--- src/rtl/mem_pattern_selftest.sv ---
module mem_pattern_selftest #(
  parameter int NBYTES = 10,
  parameter int ADDR_W = 15,
  parameter logic [ADDR_W-1:0] BASE = '0,
  parameter logic [7:0] PAT_A = 8'hCC
) (
  input  logic                          clk,
  input  logic                          rst_n,
  input  logic                          start_i,
  input  logic                          ctl_idle_i,
  input  logic                          ctl_done_i,
  input  logic                          ctl_timeout_i,
  input  logic                          rd_valid_i,
  input  logic [7:0]                    rd_data_i,
  output logic                          job_req_o,
  output logic                          job_wr_o,
  output logic [ADDR_W-1:0]             job_addr_o,
  output logic [$clog2(NBYTES+1)-1:0]   job_len_o,
  output logic [7:0]                    job_wdata_o,
  output logic                          done_o,
  output logic                          pass_o,
  output logic [3:0]                    err_o
);
  localparam int LEN_W = $clog2(NBYTES+1);
  localparam logic [7:0] PAT_B = ~PAT_A;
  localparam logic [3:0] E_REFUSE = 4'd1;
  localparam logic [3:0] E_MIS1   = 4'd4;
  localparam logic [3:0] E_MIS2   = 4'd7;

  typedef enum logic [1:0] {S_IDLE, S_RUN, S_CMP} st_t;

  st_t              st;
  logic [1:0]       stage;
  logic [7:0]       rbuf [NBYTES];
  logic [LEN_W-1:0] ridx;
  logic             bad;
  logic [3:0]       to_code;

  wire is_rd   = stage[0];
  wire [7:0] pat = stage[1] ? PAT_B : PAT_A;
  wire issue_rd = (st == S_RUN) && !ctl_timeout_i && ctl_done_i && !is_rd;
  wire capture  = (st == S_RUN) && is_rd && rd_valid_i && (ridx < LEN_W'(NBYTES));

  assign job_wr_o    = !is_rd;
  assign job_addr_o  = BASE;
  assign job_len_o   = LEN_W'(NBYTES);
  assign job_wdata_o = pat;

  always_comb begin
    case (stage)
      2'd0:    to_code = 4'd2;
      2'd1:    to_code = 4'd3;
      2'd2:    to_code = 4'd5;
      default: to_code = 4'd6;
    endcase
  end

  always_comb begin
    bad = 1'b0;
    for (int i = 0; i < NBYTES; i++)
      if (rbuf[i] != pat) bad = 1'b1;
  end

  always_ff @(posedge clk or negedge rst_n) begin
    if (!rst_n) begin
      ridx <= '0;
      for (int i = 0; i < NBYTES; i++) rbuf[i] <= '0;
    end else if (issue_rd) begin
      ridx <= '0;
      for (int i = 0; i < NBYTES; i++) rbuf[i] <= '0;
    end else if (capture) begin
      rbuf[ridx] <= rd_data_i;
      ridx <= ridx + 1'b1;
    end
  end

  always_ff @(posedge clk or negedge rst_n) begin
    if (!rst_n) begin
      st        <= S_IDLE;
      stage     <= '0;
      job_req_o <= 1'b0;
      done_o    <= 1'b0;
      pass_o    <= 1'b0;
      err_o     <= '0;
    end else begin
      job_req_o <= 1'b0;
      done_o    <= 1'b0;
      case (st)
        S_IDLE: begin
          if (start_i) begin
            pass_o <= 1'b0;
            if (ctl_idle_i) begin
              st        <= S_RUN;
              stage     <= '0;
              job_req_o <= 1'b1;
              err_o     <= '0;
            end else begin
              done_o <= 1'b1;
              err_o  <= E_REFUSE;
            end
          end
        end
        S_RUN: begin
          if (ctl_timeout_i) begin
            st     <= S_IDLE;
            done_o <= 1'b1;
            err_o  <= to_code;
          end else if (ctl_done_i) begin
            if (is_rd) begin
              st <= S_CMP;
            end else begin
              stage     <= stage + 1'b1;
              job_req_o <= 1'b1;
            end
          end
        end
        default: begin
          if (bad) begin
            st     <= S_IDLE;
            done_o <= 1'b1;
            err_o  <= stage[1] ? E_MIS2 : E_MIS1;
          end else if (stage == 2'd3) begin
            st     <= S_IDLE;
            done_o <= 1'b1;
            pass_o <= 1'b1;
          end else begin
            st        <= S_RUN;
            stage     <= stage + 1'b1;
            job_req_o <= 1'b1;
          end
        end
      endcase
    end
  end


  accept_chk: assert property (@(posedge clk) disable iff (!rst_n)
    (st == S_IDLE && start_i && ctl_idle_i) |=> (job_req_o && job_wr_o && job_wdata_o == PAT_A && err_o == 4'd0));

  refuse_chk: assert property (@(posedge clk) disable iff (!rst_n)
    (st == S_IDLE && start_i && !ctl_idle_i) |=> (done_o && !pass_o && err_o == E_REFUSE && !job_req_o));

  timeout_chk: assert property (@(posedge clk) disable iff (!rst_n)
    (st == S_RUN && ctl_timeout_i) |=> (done_o && !pass_o && (err_o == 4'd2 || err_o == 4'd3 || err_o == 4'd5 || err_o == 4'd6)));

  req_pulse_chk: assert property (@(posedge clk) disable iff (!rst_n)
    job_req_o |=> !job_req_o);

  done_pulse_chk: assert property (@(posedge clk) disable iff (!rst_n)
    done_o |=> !done_o);

  hold_chk: assert property (@(posedge clk) disable iff (!rst_n)
    (st == S_IDLE && !start_i) |=> ($stable(err_o) && $stable(pass_o)));

  pass_clean_chk: assert property (@(posedge clk) disable iff (!rst_n)
    pass_o |-> (err_o == 4'd0));
endmodule

--- config.mk ---
export PLATFORM = sky130hd
export DESIGN_NAME = mem_pattern_selftest
export DESIGN_NICKNAME = d
export VERILOG_FILES = /design/src/rtl/mem_pattern_selftest.sv
export SDC_FILE = /design/constraint.sdc
export NUM_CORES = 1
export LEC_CHECK = 0
export ABC_AREA = 0
export CAP_MARGIN = 10
export CORE_ASPECT_RATIO = 1.25
export CORE_MARGIN = 2
export CORE_UTILIZATION = 54
export CTS_CLUSTER_DIAMETER = 50
export DETAILED_ROUTE_END_ITERATION = 12
export PLACE_DENSITY = 0.77
export SETUP_SLACK_MARGIN = 0.3
export SYNTH_ARGS = -nofsm -noshare
export SYNTH_HDL_FRONTEND = slang
export SYNTH_SLANG_ARGS = --single-unit
export TNS_END_PERCENT = 10
--- constraint.sdc ---
create_clock -name clk -period 5.4 [get_ports clk]
set_input_delay 1.08 -clock clk [delete_from_list [all_inputs] [get_ports clk]]
set_output_delay 1.08 -clock clk [all_outputs]
set_load 0.01 [all_outputs]
# Word-level counts from Yosys, hierarchy flattened
# Cells that the tools add are included.
dict set report op_classes {
  n_addsub 2
  order_cmp 3
  eq_ne 25
  muxes 59
  n_bitwise 2
  n_reduce_logical 19
}
# cell count
set op_table {}
lappend op_table {{two-way mux 80 bit} 2}
lappend op_table {{bitwise mux 80 bit} 1}
lappend op_table {{!= test 8 bit} 10}
lappend op_table {{demux 8 bit (select 4 bit)} 1}
lappend op_table {{two-way mux 1 bit} 28}
lappend op_table {{two-way mux 2 bit} 13}
lappend op_table {{two-way mux 4 bit} 5}
lappend op_table {{two-way mux 8 bit} 2}
lappend op_table {{!= test 2 bit (second input constant)} 6}
lappend op_table {{case mux 3 bit (3 select lines)} 1}
lappend op_table {{case mux 2 bit (2 select lines)} 2}
lappend op_table {{case mux 4 bit (2 select lines)} 1}
lappend op_table {{AND reduction 4 bit} 2}
lappend op_table {{logical AND 1 bit} 7}
lappend op_table {{AND reduction 7 bit} 1}
lappend op_table {{!= test 3 bit (second input constant)} 2}
lappend op_table {{case mux 1 bit (2 select lines)} 3}
lappend op_table {{AND reduction 6 bit} 1}
lappend op_table {{>= comparator 5 bit (second input constant)} 1}
lappend op_table {{< comparator 5 x 1 -> 1 bit (second input constant)} 1}
lappend op_table {{inverter 4 -> 5 bit} 1}
lappend op_table {{adder 4 x 1 -> 4 bit (second input constant)} 1}
lappend op_table {{equality test 2 x 1 -> 1 bit (second input constant)} 2}
lappend op_table {{equality test 2 bit (second input constant)} 2}
lappend op_table {{11 further kinds} 14}
dict set report totals {
  register_bits 95
  input_bits 15
  out_inout_bits 35
  elab_cells 128
}

# Longest topological paths before layout
dict set report depth {
  depth_word 14
  mapped_depth 9
}

# Least setup slack after synthesis
# Ideal clock, no wire load.
dict set report synth_timing {
  path_kind {register to output}
  startpoint {register stage[1]}
  endpoint {output port job_wdata_o[3]}
  t_arrival_ns 1.112
  t_required_ns 4.320
  setup_slack_ns 3.208
  stages_incl_launch_ff 5
  cell_sequence {dfrtp_1 > buf_6 > buf_2 > inv_1 > buf_4}
}
dict set report synth_via {
  elab_chain_cells 1
}
# element line
set synth_lines {}
lappend synth_lines {{start, declared} 33} ;# logic [1:0] stage;
lappend synth_lines {{start signal, assigned} 112} ;# stage <= stage + 1'b1;
lappend synth_lines {{start signal, assigned} 128} ;# stage <= stage + 1'b1;
lappend synth_lines {{two-way mux 8 bit} 40} ;# wire [7:0] pat = stage[1] ? PAT_B : PAT_A;
lappend synth_lines {{end, declared} 19} ;# output logic [7:0] job_wdata_o,
# Every way passes these cells.

# Worst setup path after layout
dict set report layout_timing {
  startpoint {register stage[1]}
  endpoint {output port job_wdata_o[6]}
}
# The elaborated chain is that of the path after synthesis.

==> impl_metrics.tcl <==
set metrics [dict create \
    switching_share_pct 31.49 \
    switchingPower_uw 576.6 \
    grt_usage_pct 23.44 \
    synth_edf_count 0 \
    hold_end "err_o[1]" \
    dp.cells 647 \
    ir_drop_mv 0.1347 \
    grt_setup_unrepaired "false" \
    cts_buffers 9 \
    p_int_uw 1255 \
    tns_ps 0 \
    grt_max_degree 55 \
    area_growth_pct 7.360 \
    rrSetupSlack_ps 2510 \
    pwr-share-clk_pct 25.9 \
    grt_pass1_wl_um 17240 \
    period_needed_ps 3323 \
    dp_hpwl_um 6854 \
    rows 38 \
    wire_per_inst_um 15.04 \
    synth_area_leaders "dfrtp_1 49%, nand2_1 11%, o21ai_0 9.1%" \
    ctsHtreeMaxLevel 3 \
    status "finished clean" \
    drtPass1Iterations 7 \
    slew_viol_final 0 \
    ys_warn_count 0 \
    root_buffer "clkbuf_8" \
    critPathMaxFanout 29 \
    drt-initial-drc-count 308 \
    ys_async_sr_fraction_pct 100.0 \
    synth.avg_cell_area_um2 8.765 \
    insertion_delay_ps 370 \
    syn_area_um2 4777 \
    vias 3642 \
    drc 0 \
    synth_top_cell_by_area "dfrtp_1" \
    worstRegToRegCells 6 \
    max_slew_margin_pct 31.99 \
    die-area_um2 9619 \
    start_util_pct 55.21 \
    via_per_inst 5.493 \
    hp-start "err_o[1]" \
    overflow 0 \
    die-height_um 109.2 \
    finalClockSkew_ps 9.823 \
    setup_viol 0 \
    ys_types 41 \
    syn_inst 545 \
    ctsResizeCount 0 \
    required_ps 4320 \
    seq_power_share_pct 51.8 \
    place.gp.congestion 0.8289 \
    worst_slew_pin_slew_ps 1020 \
    crit_path_end_kind "output port" \
    layout_commonest_cell "nand2_1" \
    hold_class "register to register" \
    synth-main-ff-cell "dfrtp_1" \
    layout.cells.non_filler 663 \
    hold_viol_final 0 \
    die_w_um 88.13 \
    cp_data_arrival_time_ps 2240 \
    combPwrFrac_pct 22.3 \
    antenna_found_initial 0 \
    fill_cells 764 \
    netlist.area_leader.share_pct 49.24 \
    layout-drive-gt1-share_pct 4.604 \
    max_cap_viol_count 0 \
    hold_buffers 0 \
    final_nets 560 \
    fin_crit_sh_pct 61.55 \
    fmax_mhz 300.9 \
    cts_tree "yes" \
    cts.sinks 94 \
    rr_endpoint "stage[1]" \
    drt_wl_total_um 9969 \
    core_area_um2 8653 \
    p_per_area_nw_per_um2 357.0 \
    diodes 0 \
    post_cts_buffers 0 \
    grt_pass1_vias 3555 \
    cp-start-kind "register" \
    drtAntennaViolNets 0 \
    cts.clk_slew.worst_paths_ps 90 \
    layout_common_cells "133 x nand2_1, 94 x dfrtp_1, 87 x o21ai_0" \
    hold_depth 1 \
    crit_path_start "stage[1]" \
    worstReg2RegStart "stage[1]" \
    io_buffers 29 \
    clock_path_buffers 2 \
    ios 50 \
    synth_sequential_area_ratio_pct 49.24 \
    leakagePower_uw 0.002111 \
    ys_ff_latch 94 \
    critical_path_class "register to output port" \
]
==> power by group through the flow <==
stage               Clock, uW  Combinational [uW]  Sequential (uW)
floorplan                   0                 315              908
global placement            0                 391              951
detailed placement          0                 410              961
CTS                       483                 411              947
global route              514                 466              973
finish                    474                 408              949
==> synth_stat cells, drive strengths merged (2+ instances only) <==
library cell,instances
dfrtp,94
and2,7
nor3,12
clkbuf,29
o21a,3
conb,2
ha,7
nand4bb,10
nand4,12
nor2b,2
a31oi,2
nand3,33
nor2,8
o21ai,87
a22oi,5
inv,14
a21oi,3
nor4bb,10
and3,5
buf,38
or4,10
o22a,2
nand2,135
o31a,3
==> worst max-delay path by stage <==
stage                                end  slack [ps]  depth (start not counted)
final                     job_wdata_o[6]        2080                          2
after global routing      job_wdata_o[2]        1850                          2
after CTS                 job_wdata_o[6]        2040                          2
after detailed placement        rbuf[36]        2060                          6
after global placement          rbuf[67]        2200                          6
after floorplan           job_wdata_o[3]        3210                          4
==> metal layers <==
| layer | routed length [um] | track usage [%] | up-vias |
|---|---|---|---|
| met5 | 0 | 0 | - |
| met4 | 201 | 8.766 | 0 |
| met3 | 411 | 4.996 | 13 |
| met2 | 4984 | 38.47 | 93 |
| met1 | 4371 | 30.54 | 1731 |
| li1 | - | - | 1805 |
==> final cells by class <==
type	count	area [um2]	area share (%)
flip-flops and latches	94	2352	45.86
multi-input cells	388	2069	40.35
repair buffers	31	302.8	5.904
clock buffers	13	158.9	3.098
well taps	120	150.1	2.928
inverters	14	52.55	1.025
clock inverters	3	42.54	0.8295
==> logic make-up after synthesis <==
group	share of synthesized area [%]
fa+ha+maj	1.833
flops	49.24
buf+inv	8.905
other cells	0.1572
compound gates	13.04
mux	0.2357
simple gates	26.40
xor+xnor	0.1834
==> through the flow <==
stage	setup slack [ps]	util, %	hold slack, ps	total power (uW)	area (um2)
after floorplan	3208	-	474.6	1222	4845
after global placement	2200	56.94	483.5	1341	4927
after detailed placement	2059	56.94	485.5	1371	4927
after CTS	2038	59.27	506.7	1842	5129
after global routing	1848	59.27	535.1	1953	5129
final	2077	59.27	498.7	1831	5129
==> sequential cells by signal, summed over array words and instances, names as in the netlist <==
signal and count:
done_o 1, err_o 3, job_req_o 1, pass_o 1, rbuf 80, ridx 4
st 2, stage 2
==> worst max-delay path, stage by stage, from the launching register on <==
cell and delay (ps):
dfrtp_1 1020, inv_1 280, clkdlybuf4s50_1 560
Note: power is estimated with default switching activity, not from simulation.
